[src/rtl/tri_add_pkg.sv]
package tri_add_pkg;
  localparam int OPCODE_W = 2;

  typedef enum logic [OPCODE_W-1:0] {
    OP_SUM   = 2'd0,
    OP_CARRY = 2'd1,
    OP_RSV2  = 2'd2,
    OP_RSV3  = 2'd3
  } op_e;
endpackage

[src/rtl/tri_add_csa.sv]
// 3:2 carry-save compressor: reduces three addends to a sum vector and
// a carry vector, one full-adder cell per bit with no carry propagation.
module tri_add_csa #(
  parameter int W = 64
) (
  input  logic [W-1:0] a,
  input  logic [W-1:0] b,
  input  logic [W-1:0] c,
  output logic [W-1:0] sum_bits,
  output logic [W-1:0] carry_bits
);
  for (genvar i = 0; i < W; i++) begin : g_cell
    assign sum_bits[i]   = a[i] ^ b[i] ^ c[i];
    assign carry_bits[i] = (a[i] & b[i]) | (a[i] & c[i]) | (b[i] & c[i]);
  end
endmodule

[src/rtl/tri_add_cpa.sv]
// Carry-propagate stage: adds the sum vector and the carry vector shifted
// left by one, producing W+2 bits so the 2-bit carry count is kept.
module tri_add_cpa #(
  parameter int W      = 64,
  parameter bit RIPPLE = 1'b0
) (
  input  logic [W-1:0] sum_bits,
  input  logic [W-1:0] carry_bits,
  output logic [W+1:0] total
);
  localparam int TW = W + 2;

  logic [TW-1:0] x;
  logic [TW-1:0] y;

  assign x = {2'b00, sum_bits};
  assign y = {1'b0, carry_bits, 1'b0};

  if (RIPPLE) begin : g_ripple
    logic [TW-1:0] chain;
    assign chain[0] = 1'b0;
    for (genvar i = 0; i < TW; i++) begin : g_bit
      assign total[i] = x[i] ^ y[i] ^ chain[i];
      if (i < TW - 1) begin : g_link
        assign chain[i+1] = (x[i] & y[i]) | (chain[i] & (x[i] ^ y[i]));
      end
    end
  end else begin : g_infer
    assign total = x + y;
  end
endmodule

[src/rtl/tri_add_select.sv]
// Opcode select: low word for the sum opcode, zero-extended carry count
// for the carry opcode, zero plus an illegal flag otherwise.
module tri_add_select
  import tri_add_pkg::*;
#(
  parameter int W = 64
) (
  input  logic [OPCODE_W-1:0] op,
  input  logic [W+1:0]        total,
  output logic [W-1:0]        result,
  output logic                illegal
);
  localparam int PAD_W = W - 2;

  always_comb begin
    result  = '0;
    illegal = 1'b0;
    case (op_e'(op))
      OP_SUM:   result = total[W-1:0];
      OP_CARRY: result = {{PAD_W{1'b0}}, total[W+1:W]};
      default:  illegal = 1'b1;
    endcase
  end
endmodule

[src/rtl/tri_add_unit.sv]
// Three-operand adder with carry-generate opcode, one-cycle latency.
module tri_add_unit
  import tri_add_pkg::*;
#(
  parameter int DATA_W     = 64,
  parameter bit RIPPLE_CPA = 1'b0
) (
  input  logic                clk,
  input  logic                rst,
  input  logic                in_valid,
  input  logic [OPCODE_W-1:0] in_op,
  input  logic [DATA_W-1:0]   in_a,
  input  logic [DATA_W-1:0]   in_b,
  input  logic [DATA_W-1:0]   in_c,
  output logic                out_valid,
  output logic [DATA_W-1:0]   out_result,
  output logic                out_illegal
);
  logic [DATA_W-1:0] csa_sum;
  logic [DATA_W-1:0] csa_carry;
  logic [DATA_W+1:0] full_total;
  logic [DATA_W-1:0] sel_result;
  logic              sel_illegal;

  tri_add_csa #(.W(DATA_W)) u_csa (
    .a          (in_a),
    .b          (in_b),
    .c          (in_c),
    .sum_bits   (csa_sum),
    .carry_bits (csa_carry)
  );

  tri_add_cpa #(.W(DATA_W), .RIPPLE(RIPPLE_CPA)) u_cpa (
    .sum_bits   (csa_sum),
    .carry_bits (csa_carry),
    .total      (full_total)
  );

  tri_add_select #(.W(DATA_W)) u_sel (
    .op      (in_op),
    .total   (full_total),
    .result  (sel_result),
    .illegal (sel_illegal)
  );

  always_ff @(posedge clk) begin
    if (rst) begin
      out_valid   <= 1'b0;
      out_result  <= '0;
      out_illegal <= 1'b0;
    end else begin
      out_valid   <= in_valid;
      out_result  <= in_valid ? sel_result : '0;
      out_illegal <= in_valid & sel_illegal;
    end
  end
endmodule

[config.mk]
export PLATFORM = sky130hd
export DESIGN_NAME = tri_add_unit
export DESIGN_NICKNAME = d
export VERILOG_FILES = /design/src/rtl/tri_add_pkg.sv /design/src/rtl/tri_add_csa.sv /design/src/rtl/tri_add_cpa.sv /design/src/rtl/tri_add_select.sv /design/src/rtl/tri_add_unit.sv
export SDC_FILE = /design/constraint.sdc
export NUM_CORES = 1
export LEC_CHECK = 0
export ABC_AREA = 1
export BUFFER_PORTS_ARGS = -buffer_cell sky130_fd_sc_hd__buf_2
export CORE_MARGIN = 3
export CORE_UTILIZATION = 50
export DETAILED_ROUTE_END_ITERATION = 16
export PLACE_DENSITY = 0.76
export SKIP_LAST_GASP = 1
export SYNTH_ARGS = -nofsm -noshare
export SYNTH_HDL_FRONTEND = slang
export SYNTH_HIERARCHICAL = 1
export SYNTH_SLANG_ARGS = --single-unit
[constraint.sdc]
create_clock -name clk -period 2.9 [get_ports clk]
set_input_delay 0.435 -clock clk [delete_from_list [all_inputs] [get_ports clk]]
set_output_delay 0.435 -clock clk [all_outputs]
set_load 0.02 [all_outputs]
Word level (Yosys, flattened, before mapping)
Cells that the tools add are included.

storage, ports and cells
  bits in registers = 66
  bits of input ports = 197
  output and inout port bits = 66
  logic and storage cells = 460

operators by class
  add/subtract/negate cells = 1
  equal/unequal tests = 1
  multiplexer cells = 2
  bitwise gates (word level) = 450
  reduce and logical (&&, ||, !) cells = 3

operator list
  operator                                        count
  AND 1 bit                                       193
  OR 1 bit                                        128
  case mux 64 bit (2 select lines)                1
  bitwise XOR 1 bit                               128
  adder 64 x 65 -> 66 bit                         1
  OR reduction 2 bit                              2
  == test 2 x 1 -> 1 bit (second input constant)  1
  logical NOT 2 bit                               1
  2-to-1 mux 1 bit                                1
  inverter 1 bit                                  1

Logic depth before layout (Yosys ltp)
Gate-level depths: netlist (run 1).

  depth in word-level cells = 5
  gate-level depth with buffers = 19
  depth with buffers taken out = 19

By module
The synthesis (run 1) kept the hierarchy.

modules (own cells, without submodules)
  module          instances  cells each  area an instance (µm²)  seq. area each (µm²)
  tri_add_cpa     1          1297        5992.0                  0.0
  tri_add_unit    1          206         2316.0                  1321.3
  tri_add_csa     1          64          1281.2                  0.0
  tri_add_select  1          140         575.6                   0.0

Worst setup path before layout (run 1)
No wires, ideal clock.

  path kind = input -> register
  from = input in_a[1]
  to = register out_result[45]
  setup time = 0.061 ns
  arrival = 2.601 ns
  required time = 2.839 ns
  slack = 0.239 ns
  stages on the path = 18
  path buffers = 0
  cells stage by stage = fa_1 > ha_1 > fa_1 > nand3_1 > nand3_2 > nand2_1 > nand2_2 > nand2_1 > nand2_2 > nand2_1 > nand2_2 > nand2_1 > nand3_1 > nand2_1 > inv_1 > nor2_1 > inv_1 > nor2_4

on the way
  cells in the longest elaborated chain, start to end = 5
  elaborated cells between the ends (all ways) = 8
  classes of those cells = add/sub (1); mux (1); bitwise (6)

ends and longest elaborated chain
  item                                line                  source
  from (decl)                         tri_add_unit.sv:12    input logic [DATA_W-1:0] in_a,
  AND 1 bit                           tri_add_csa.sv:14     assign carry_bits[i] = (a[i] & b[i]) | (a[i] & c[i]) | (b[i] & c[i]);
  OR 1 bit (2 in series)              tri_add_csa.sv:14
  adder 64 x 65 -> 66 bit *           tri_add_cpa.sv:29     assign total = x + y;
  named net full_total[45]            tri_add_unit.sv:21    logic [DATA_W+1:0] full_total;
  case mux 64 bit (2 select lines) *  tri_add_select.sv:18  case (op_e'(op))
  named net sel_result[45]            tri_add_unit.sv:22    logic [DATA_W-1:0] sel_result;
  to (signal assigned)                tri_add_unit.sv:53    out_result <= in_valid ? sel_result : '0;
  to (decl)                           tri_add_unit.sv:16    output logic [DATA_W-1:0] out_result,

Mark *: on every way through the listed nets, which the timed path passes. The rest lies on a longest branch.
A chain may end at the register's enable or synchronous reset.

Worst setup path in the final report (run 1)
  from = input in_a[19]
  to = register out_result[45]

on the way
  elaborated cells between the ends (all ways) = 8
  classes of those cells = add/sub (1); mux (1); bitwise (6)

RTL lines
  item                              line                  source
  bitwise XOR 1 bit (2 in series)   tri_add_csa.sv:13     assign sum_bits[i] = a[i] ^ b[i] ^ c[i];
  named net csa_sum[19]             tri_add_unit.sv:19    logic [DATA_W-1:0] csa_sum;
  adder 64 x 65 -> 66 bit           tri_add_cpa.sv:29
  named net full_total[45]          tri_add_unit.sv:21
  case mux 64 bit (2 select lines)  tri_add_select.sv:18
  named net sel_result[45]          tri_add_unit.sv:22

The timed path passes the listed nets, and every way through them passes these cells.

==> results of run 1 <==
placed cells by master, fill, tap and decap left out, types with 8 or more instances in the layout:
master                      synthesis  routed
sky130_fd_sc_hd__nor2_2            27      30
sky130_fd_sc_hd__inv_2             17      17
sky130_fd_sc_hd__ha_1              63      61
sky130_fd_sc_hd__buf_4              1     123
sky130_fd_sc_hd__nand2_1          602     600
sky130_fd_sc_hd__xor2_1            31      31
sky130_fd_sc_hd__buf_2              1     262
sky130_fd_sc_hd__fa_1              65      65
sky130_fd_sc_hd__nand2_2           21      22
sky130_fd_sc_hd__a21oi_1           44      44
sky130_fd_sc_hd__nor2_4            49      49
sky130_fd_sc_hd__nor2_1           172     169
sky130_fd_sc_hd__clkbuf_16          0       9
sky130_fd_sc_hd__nand3_2            8       8
sky130_fd_sc_hd__nand4_1           12      12
sky130_fd_sc_hd__nand3_1           51      51
sky130_fd_sc_hd__dfxtp_1           66      66
sky130_fd_sc_hd__inv_1            434     434
sky130_fd_sc_hd__nor3_1            10      10
per-layer routing:
layer,vias up,routed length (um),track usage [%]
met2,415,15120,49.69
met5,-,0,0
met3,31,2776,6.429
met4,0,385,4.711
li1,5669,-,-
met1,4867,15560,41.63
worst max-delay path: stages:
cell and delay [ns]:
sky130_fd_sc_hd__buf_2 0.11, sky130_fd_sc_hd__fa_1 0.48, sky130_fd_sc_hd__ha_1 0.35, sky130_fd_sc_hd__buf_4 0.18, sky130_fd_sc_hd__nand2_2 0.15, sky130_fd_sc_hd__inv_1 0.06
sky130_fd_sc_hd__nand2_1 0.06, sky130_fd_sc_hd__nand2_1 0.10, sky130_fd_sc_hd__inv_1 0.08, sky130_fd_sc_hd__nand2_1 0.09, sky130_fd_sc_hd__a21oi_1 0.19, sky130_fd_sc_hd__nand2_2 0.14
sky130_fd_sc_hd__nand2_1 0.10, sky130_fd_sc_hd__nand3_1 0.07, sky130_fd_sc_hd__nand2_1 0.07, sky130_fd_sc_hd__inv_1 0.04, sky130_fd_sc_hd__nor2_1 0.13, sky130_fd_sc_hd__inv_1 0.10
sky130_fd_sc_hd__nor2_4 0.10
stage by stage:
step	std cells	worst slack [ns]	hold slack [ns]	setup TNS (ns)	util [%]
after floorplan	1707	0.2386	0.5065	0	-
after CTS	2357	0.1468	0.2711	0	65.40
after global routing	2357	-0.01216	0.2899	-0.01216	65.49
after detailed placement	2342	-0.1866	0.6190	-1.911	63.60
after global placement	2342	-0.1038	0.6104	-1.234	63.60
final	2357	0.1206	0.2808	0	65.49
cell usage after synthesis (all sizes together):
cell    instances
clkinv          3
nor3           14
fa             65
xor2           31
a31oi           1
or2             2
nand2         624
buf            14
and3            1
nand4          12
a21oi          44
nor2          248
inv           451
nand3          59
o21bai          2
dfxtp          66
o21ai           4
ha             63
nor4            2
clkbuf          1
state kept, by name, indices dropped and copies added, names as in the netlist:
signal       cells
out_valid        1
out_result      64
out_illegal      1
area by class of cell:
| type | instances | area share [%] |
|---|---|---|
| multi-input cells | 1172 | 53.95 |
| repair buffers | 385 | 17.30 |
| inverters | 454 | 13.20 |
| flip-flops and latches | 66 | 10.23 |
| well taps | 265 | 2.568 |
| clock buffers | 9 | 1.744 |
| clock inverters | 6 | 1.008 |
power by group through the flow:
stage	Combinational, W	Sequential, W	Clock (W)
floorplan	0.00250	0.00102	0
global placement	0.00407	0.000976	0
detailed placement	0.00412	0.000977	0
CTS	0.00414	0.000957	0.00138
global route	0.00470	0.000960	0.00141
finish	0.00422	0.000957	0.00136
logic make-up (layout without fill, tap and decap cells):
logic type	count (synthesis)	after routing	synth area share, %
simple gates	962	962	42.43
buf+inv	469	854	18.77
fa+ha+maj	128	128	20.56
flops	66	66	13.00
compound gates	51	51	2.573
xor+xnor	31	31	2.671
what timing repair did:
item,CTS,global route
resized for setup,0,7
endpoints found under the setup margin,0,7
buffers inserted,0,0
how the worst max path moves through the flow:
stage                      to  cells past startpoint  slack [ns]
4_1_cts        out_result[45]                     19        0.15
2_1_floorplan  out_result[45]                     18        0.24
5_1_grt        out_result[45]                     19       -0.01
6_report       out_result[45]                     19        0.12
3_5_place_dp   out_result[45]                     19       -0.19
3_3_place_gp    out_result[1]                     18       -0.10
==> results, run 1 <==
- For this run, design rule violations remaining after detail routing come to 0.
- The area growth from synthesis to layout is 27.04%.
- Registers are responsible for 14.6% of the overall power.
- After clock tree synthesis, the clock-pin slew on the worst setup and hold paths is 0.05 ns.
- The arrival time reported for the critical path endpoint is 3.03 ns.
- The number of antenna violations at the first check in global routing is 0.
- The total clock buffers created by CTS is 9.
- The effective utilization at floorplan is 51.55%.
- The number of different library cells used by synthesis comes to 32.
- The share of power burned in the clock network is 20.8%.
- Of the synthesized area, sequential elements account for 13.00%.
- The startpoint identified for the worst hold timing path is rst.
- The peak supply drop is 0.2757 mV.
- The relative slew slack is 34.94%.
- The global-route wire length before repair is 51,920 um.
- The number of buffers inserted by hold repair at cts is 0.
- The share of the cycle needed by the critical path after routing is 95.84%.
- The source of the critical timing path is in_a[19].
- CTS built an H-tree with a depth of 3.
- The critical path in this run is classified as in -> reg.
- The power consumption is 0.006533 W.
- After filler insertion, the fill cell instance count of the layout stands at 1,819.
- The power share of the combinational group is 64.6%.
- For this run, the top clock speed supported by timing is 0.3598 GHz.
- The number of cells produced by synthesis is 1,707.
- The synthesized flop and latch total is 66.
- The internal cell power is 0.003461 W.
- The core outline area is 19,720 um2.
- The cell taking the most area after synthesis is sky130_fd_sc_hd__nand2_1.
- The multi-input logic area is 6967 um2.
- By area the synthesized netlist is led by sky130_fd_sc_hd__nand2_1 (22%), sky130_fd_sc_hd__inv_1 (16%), sky130_fd_sc_hd__dfxtp_1 (13%).
- The smallest clock period supported by the final layout is computed as 2.779 ns.
- The routed wire length is 33,850 um.
- The share of final-layout standard cells stronger than drive strength 1 is 25.67%.
- The switching share of power is 47.02%.
- The floorplan row count is 51.
- The data required time of the critical path is 3.15 ns.
- The top cell type by area accounts for 22.23% of the synthesized area.
- STA classifies the critical path endpoint as a flop.
- Averaged over all synthesized cells, the footprint is 5.955 um2.
- STA classifies the critical path startpoint as an input port.
- The root cell of the clock tree is sky130_fd_sc_hd__clkbuf_16.
- Setup violations remaining at the end of the flow were counted as 0.
- The die is 148.6 um wide.
- The number of detailed-route iterations in the first pass is 7.
- The detailed-route wire length per cell is 14.36 um.
- The class of the tightest hold or removal check is in -> reg.
- The total overflow left after global routing is 0.
- In this run the vertical extent of the chip is 148.6 um.
- For this design, the sink count on the clock tree is 66.
- The via count of the first global-routing pass was 10,390.
- The finished cells cover 12,910 um2.
- The post-placement cell area is 12,540 um2.
- The run finished with clean final reports.
- The sequential cell area is 1321 um2.
- Setup repair after global routing could not meet its margin everywhere.
- The number of instances on the worst hold path is 2.
- The diode insertion count for antenna repair is 0.
- The maximum number of pins on one net before global-route repair is 66.
- The die covers 22,080 um2.
- The clock passes through at most 2 buffers.
- For this design the total switching power over the nets is 0.003072 W.
- TritonCTS built the clock tree.
- The final route contains 10,980 vias.
- The leakage power is 7.831 nW.
- The post-synthesis net count is 2,032.
- In the final design database the tool counted 2,413 nets.
- The max-slew violation total from the final report is 0.
- The worst hold path terminates at out_illegal.
- The maximum fanout along the worst path is 4.
- The final RePlAce weighted congestion is 0.9476.
- Dividing the detail-routed via count by the number of cells gives 4.659.
- The power density over the cells is 505.9 nW/um2.
- After the first detailed-routing iteration, the DRC count stood at 671.
- 263 I/O pins were placed.
- Once detailed placement completed, the half-perimeter wirelength came to 30,040 um.
- The detail route stage leaves a number of antenna-violating nets equal to 0.
- At the pin with the least slew margin, the transition time is 0.9759 ns.
- The final-report hold violation count was 0.
- Max-cap violations in this run came to 0.
- The all-layer global routing usage is 30.16%.
- The count of input and output buffers is 262.
- The number of warnings reported in the yosys synthesis log is 6.
- The cell area that synthesis handed to floorplanning was 10,160 um2.
No activity file was read; power rests on OpenSTA's default activity.
==> run 2, diff against run 1 <==
- CORE_MARGIN: 3 -> 1
- clock period: 2.9 -> 3.45 ns (I/O delays scaled with it)
==> results, run 2 (synthesis results as in run 1) <==
- The number of H-tree branching levels is 3 (unchanged).
- The average via count per standard cell was 4.693 (was 4.659).
- The launch point of the worst hold path is rst (unchanged).
- The worst slack at placement is 0.05311 ns (was -0.1866 ns).
- The chip width is 144.6 um (was 148.6 um).
- The maximum root-to-sink buffer count came to 2 (unchanged).
- The number of flip-flops in the largest register came to 64 (unchanged).
- The final global-route overflow total is 0 (unchanged).
- The number of detailed-route iterations in the first pass is 5 (was 7).
- The data required time of the critical path is 3.71 ns (was 3.15 ns).
- The leakage power is 7.238 nW (was 7.831 nW).
- The most common cell after layout, fill and taps aside was sky130_fd_sc_hd__nand2_1 (unchanged).
- The number of nets in the layout is 2,293 (was 2,413).
- RSZ-0062 raised after global routing: no (was yes).
- The power density over the cells is 416.7 nW/um2 (was 505.9 nW/um2).
- The core outline area is 19,720 um2 (unchanged).
- The post-cts sizing count is 0 (unchanged).
- Biggest registers after layout: out_result: 64 flops, out_illegal: 1 flops, out_valid: 1 flops (unchanged).
- The final-report hold violation count is 0 (unchanged).
- Status: completed (unchanged).
- The remaining number of nets flagged by the antenna check after routing is 0 (unchanged).
- The setup TNS came to 0 ns (unchanged).
- The highest attainable clock frequency is 0.3213 GHz.
- The total clock buffers created by CTS is 9 (unchanged).
- The detailed placement HPWL is 27,710 um (was 30,040 um).
- The class of the tightest hold or removal check is in -> reg (unchanged).
- The final RePlAce weighted congestion came to 0.9701 (was 0.9476).
- The violation count after the first detailed-routing iteration is 775 (was 671).
- The nature of the critical path startpoint is an input port (unchanged).
- The slew at the pin closest to its max-slew limit is 0.9602 ns (was 0.9759 ns).
- The final setup violation count came to 0 (unchanged).
- The global-route wire length before repair was 48,580 um (was 51,920 um).
- The detailed-route wire length per cell is 13.91 um (was 14.36 um).
- The maximum fanout along the worst path is 4 (unchanged).
- The met1 track demand over resource in global routing is 44.97% (was 41.63%).
- The height of the die came to 144.6 um (was 148.6 um).
- The floorplan row count was 51 (unchanged).
- The number of placed cells counting well taps is 2,222 (was 2,342).
- The filler-free cell count of the finished design came to 2,239 (was 2,357).
- The number of instances on the worst hold path came to 2 (unchanged).
- The number of design rule violations left after detail routing is 0 (unchanged).
- The area growth from synthesis to layout is 17.84% (was 27.04%).
- The maximum number of pins on one net before global-route repair is 66 (unchanged).
- The count of input and output buffers is 262 (unchanged).
- The post-CTS setup buffer count is 0 (unchanged).
- The global-route layer with the greatest usage is met2 (unchanged).
- The share of final-layout standard cells stronger than drive strength 1 is 20.73% (was 25.67%).
- The peak supply drop is 0.2136 mV (was 0.2757 mV).
- The max-slew violation total from the final report came to 0 (unchanged).
- The kind of end point of the critical path is a flop (unchanged).
- The clock transition time at the flip-flop clock pins of the worst setup and hold paths came to 0.05 ns (about the same).
- The routed wire length is 31,150 um (was 33,850 um).
- The all-layer global routing usage is 30.97% (was 30.16%).
- The number of buffers inserted by hold repair at cts is 0 (unchanged).
- The power consumption is 0.004991 W (was 0.006533 W).
- The number of sinks handled by clock tree synthesis is 66 (unchanged).
- The relative slew slack is 35.98% (was 34.94%).
- The register with the most flip-flops is out_result (unchanged).
- Subtracting the final worst setup slack from the clock period gives 3.113 ns.
- The category of the critical setup timing path was in -> reg (unchanged).
- The endpoint of the worst hold path is out_illegal (unchanged).
- The number of antenna violations at the first check in global routing is 1 (was 0).
- The least setup slack across all paths after layout is 0.3374 ns (was 0.1206 ns).
- The arrival time reported for the critical path endpoint was 3.37 ns (was 3.03 ns).
- The I/O pin count is 263 (unchanged).
- The via count of the first global-routing pass came to 9,612 (was 10,390).
- The root cell of the clock tree is sky130_fd_sc_hd__clkbuf_16 (unchanged).
- The global routing usage on met2 is 48.20% (was 49.69%).
- The floorplan die area is 20,900 um2 (was 22,080 um2).
- Commonest cells after routing, fill and taps aside: sky130_fd_sc_hd__nand2_1 (602), sky130_fd_sc_hd__inv_1 (434), sky130_fd_sc_hd__buf_2 (262) (was sky130_fd_sc_hd__nand2_1 (600), sky130_fd_sc_hd__inv_1 (434), sky130_fd_sc_hd__buf_2 (262)).
- The via total after detailed routing is 10,510 (was 10,980).
- The clock tree from TritonCTS was yes (unchanged).
- The number of max-cap violations was 0 (unchanged).
- The post-layout utilization of the core is 60.75% (was 65.49%).
- The met3 capacity usage during global routing is 4.570% (was 6.429%).
- The share of the cycle needed by the critical path after routing is 90.22%.
- The effective utilization at floorplan is 51.55% (unchanged).
## run 2: metal layers
layer	vias to the layer above	routed length, um	part of all wire (%)
li1	5422	-	-
met5	-	0	0
met3	36	2569	8.2
met2	414	13230	42
met4	0	566	1.8
met1	4635	14780	47
## run 2: final cells by class
| type | count | area [um2] |
|---|---|---|
| well taps | 265 | 331.6 |
| clock inverters | 5 | 102.6 |
| flip-flops and latches | 66 | 1321 |
| diodes | 1 | 2.502 |
| multi-input cells | 1172 | 6949 |
| repair buffers | 265 | 1334 |
| clock buffers | 11 | 232.7 |
| inverters | 454 | 1704 |
| fillers | 1969 | 7740 |
## run 2: stage by stage
stage	instance area [um2]	hold WS [ns]
floorplan	10160	0.5890
global placement	11640	0.6936
detailed placement	11640	0.6939
CTS	11980	0.3438
global route	11980	0.3587
finish	11980	0.3512
## run 2: worst max-delay path by stage
stage,endpoint,depth (start not counted),slack [ns],start
CTS,out_result[25],15,0.38,in_a[1]
floorplan,out_result[45],18,0.71,in_a[1]
finish,out_result[25],15,0.34,in_a[1]
global route,out_result[25],15,0.17,in_a[1]
global placement,out_result[25],15,-0.0005,in_a[1]
detailed placement,out_result[25],15,0.05,in_a[1]
## run 2: power breakdown
| group | internal (W) | switching, W |
|---|---|---|
| Combinational | 0.00101 | 0.00209 |
| Sequential | 0.000795 | 0.00000967 |
| Clock | 0.000706 | 0.000379 |
| Total | 0.00251 | 0.00248 |
## run 2: critical path: stages
cell and delay (ns):
sky130_fd_sc_hd__buf_2 0.11, sky130_fd_sc_hd__fa_1 0.48, sky130_fd_sc_hd__ha_1 0.31, sky130_fd_sc_hd__fa_1 0.48, sky130_fd_sc_hd__nand3_1 0.14, sky130_fd_sc_hd__nand3_2 0.13, sky130_fd_sc_hd__nand2_1 0.10, sky130_fd_sc_hd__nand2_2 0.08
sky130_fd_sc_hd__nand2_1 0.08, sky130_fd_sc_hd__nand3_2 0.17, sky130_fd_sc_hd__xor2_1 0.38, sky130_fd_sc_hd__inv_1 0.08, sky130_fd_sc_hd__nor2_1 0.12, sky130_fd_sc_hd__inv_1 0.09, sky130_fd_sc_hd__nor2_4 0.09
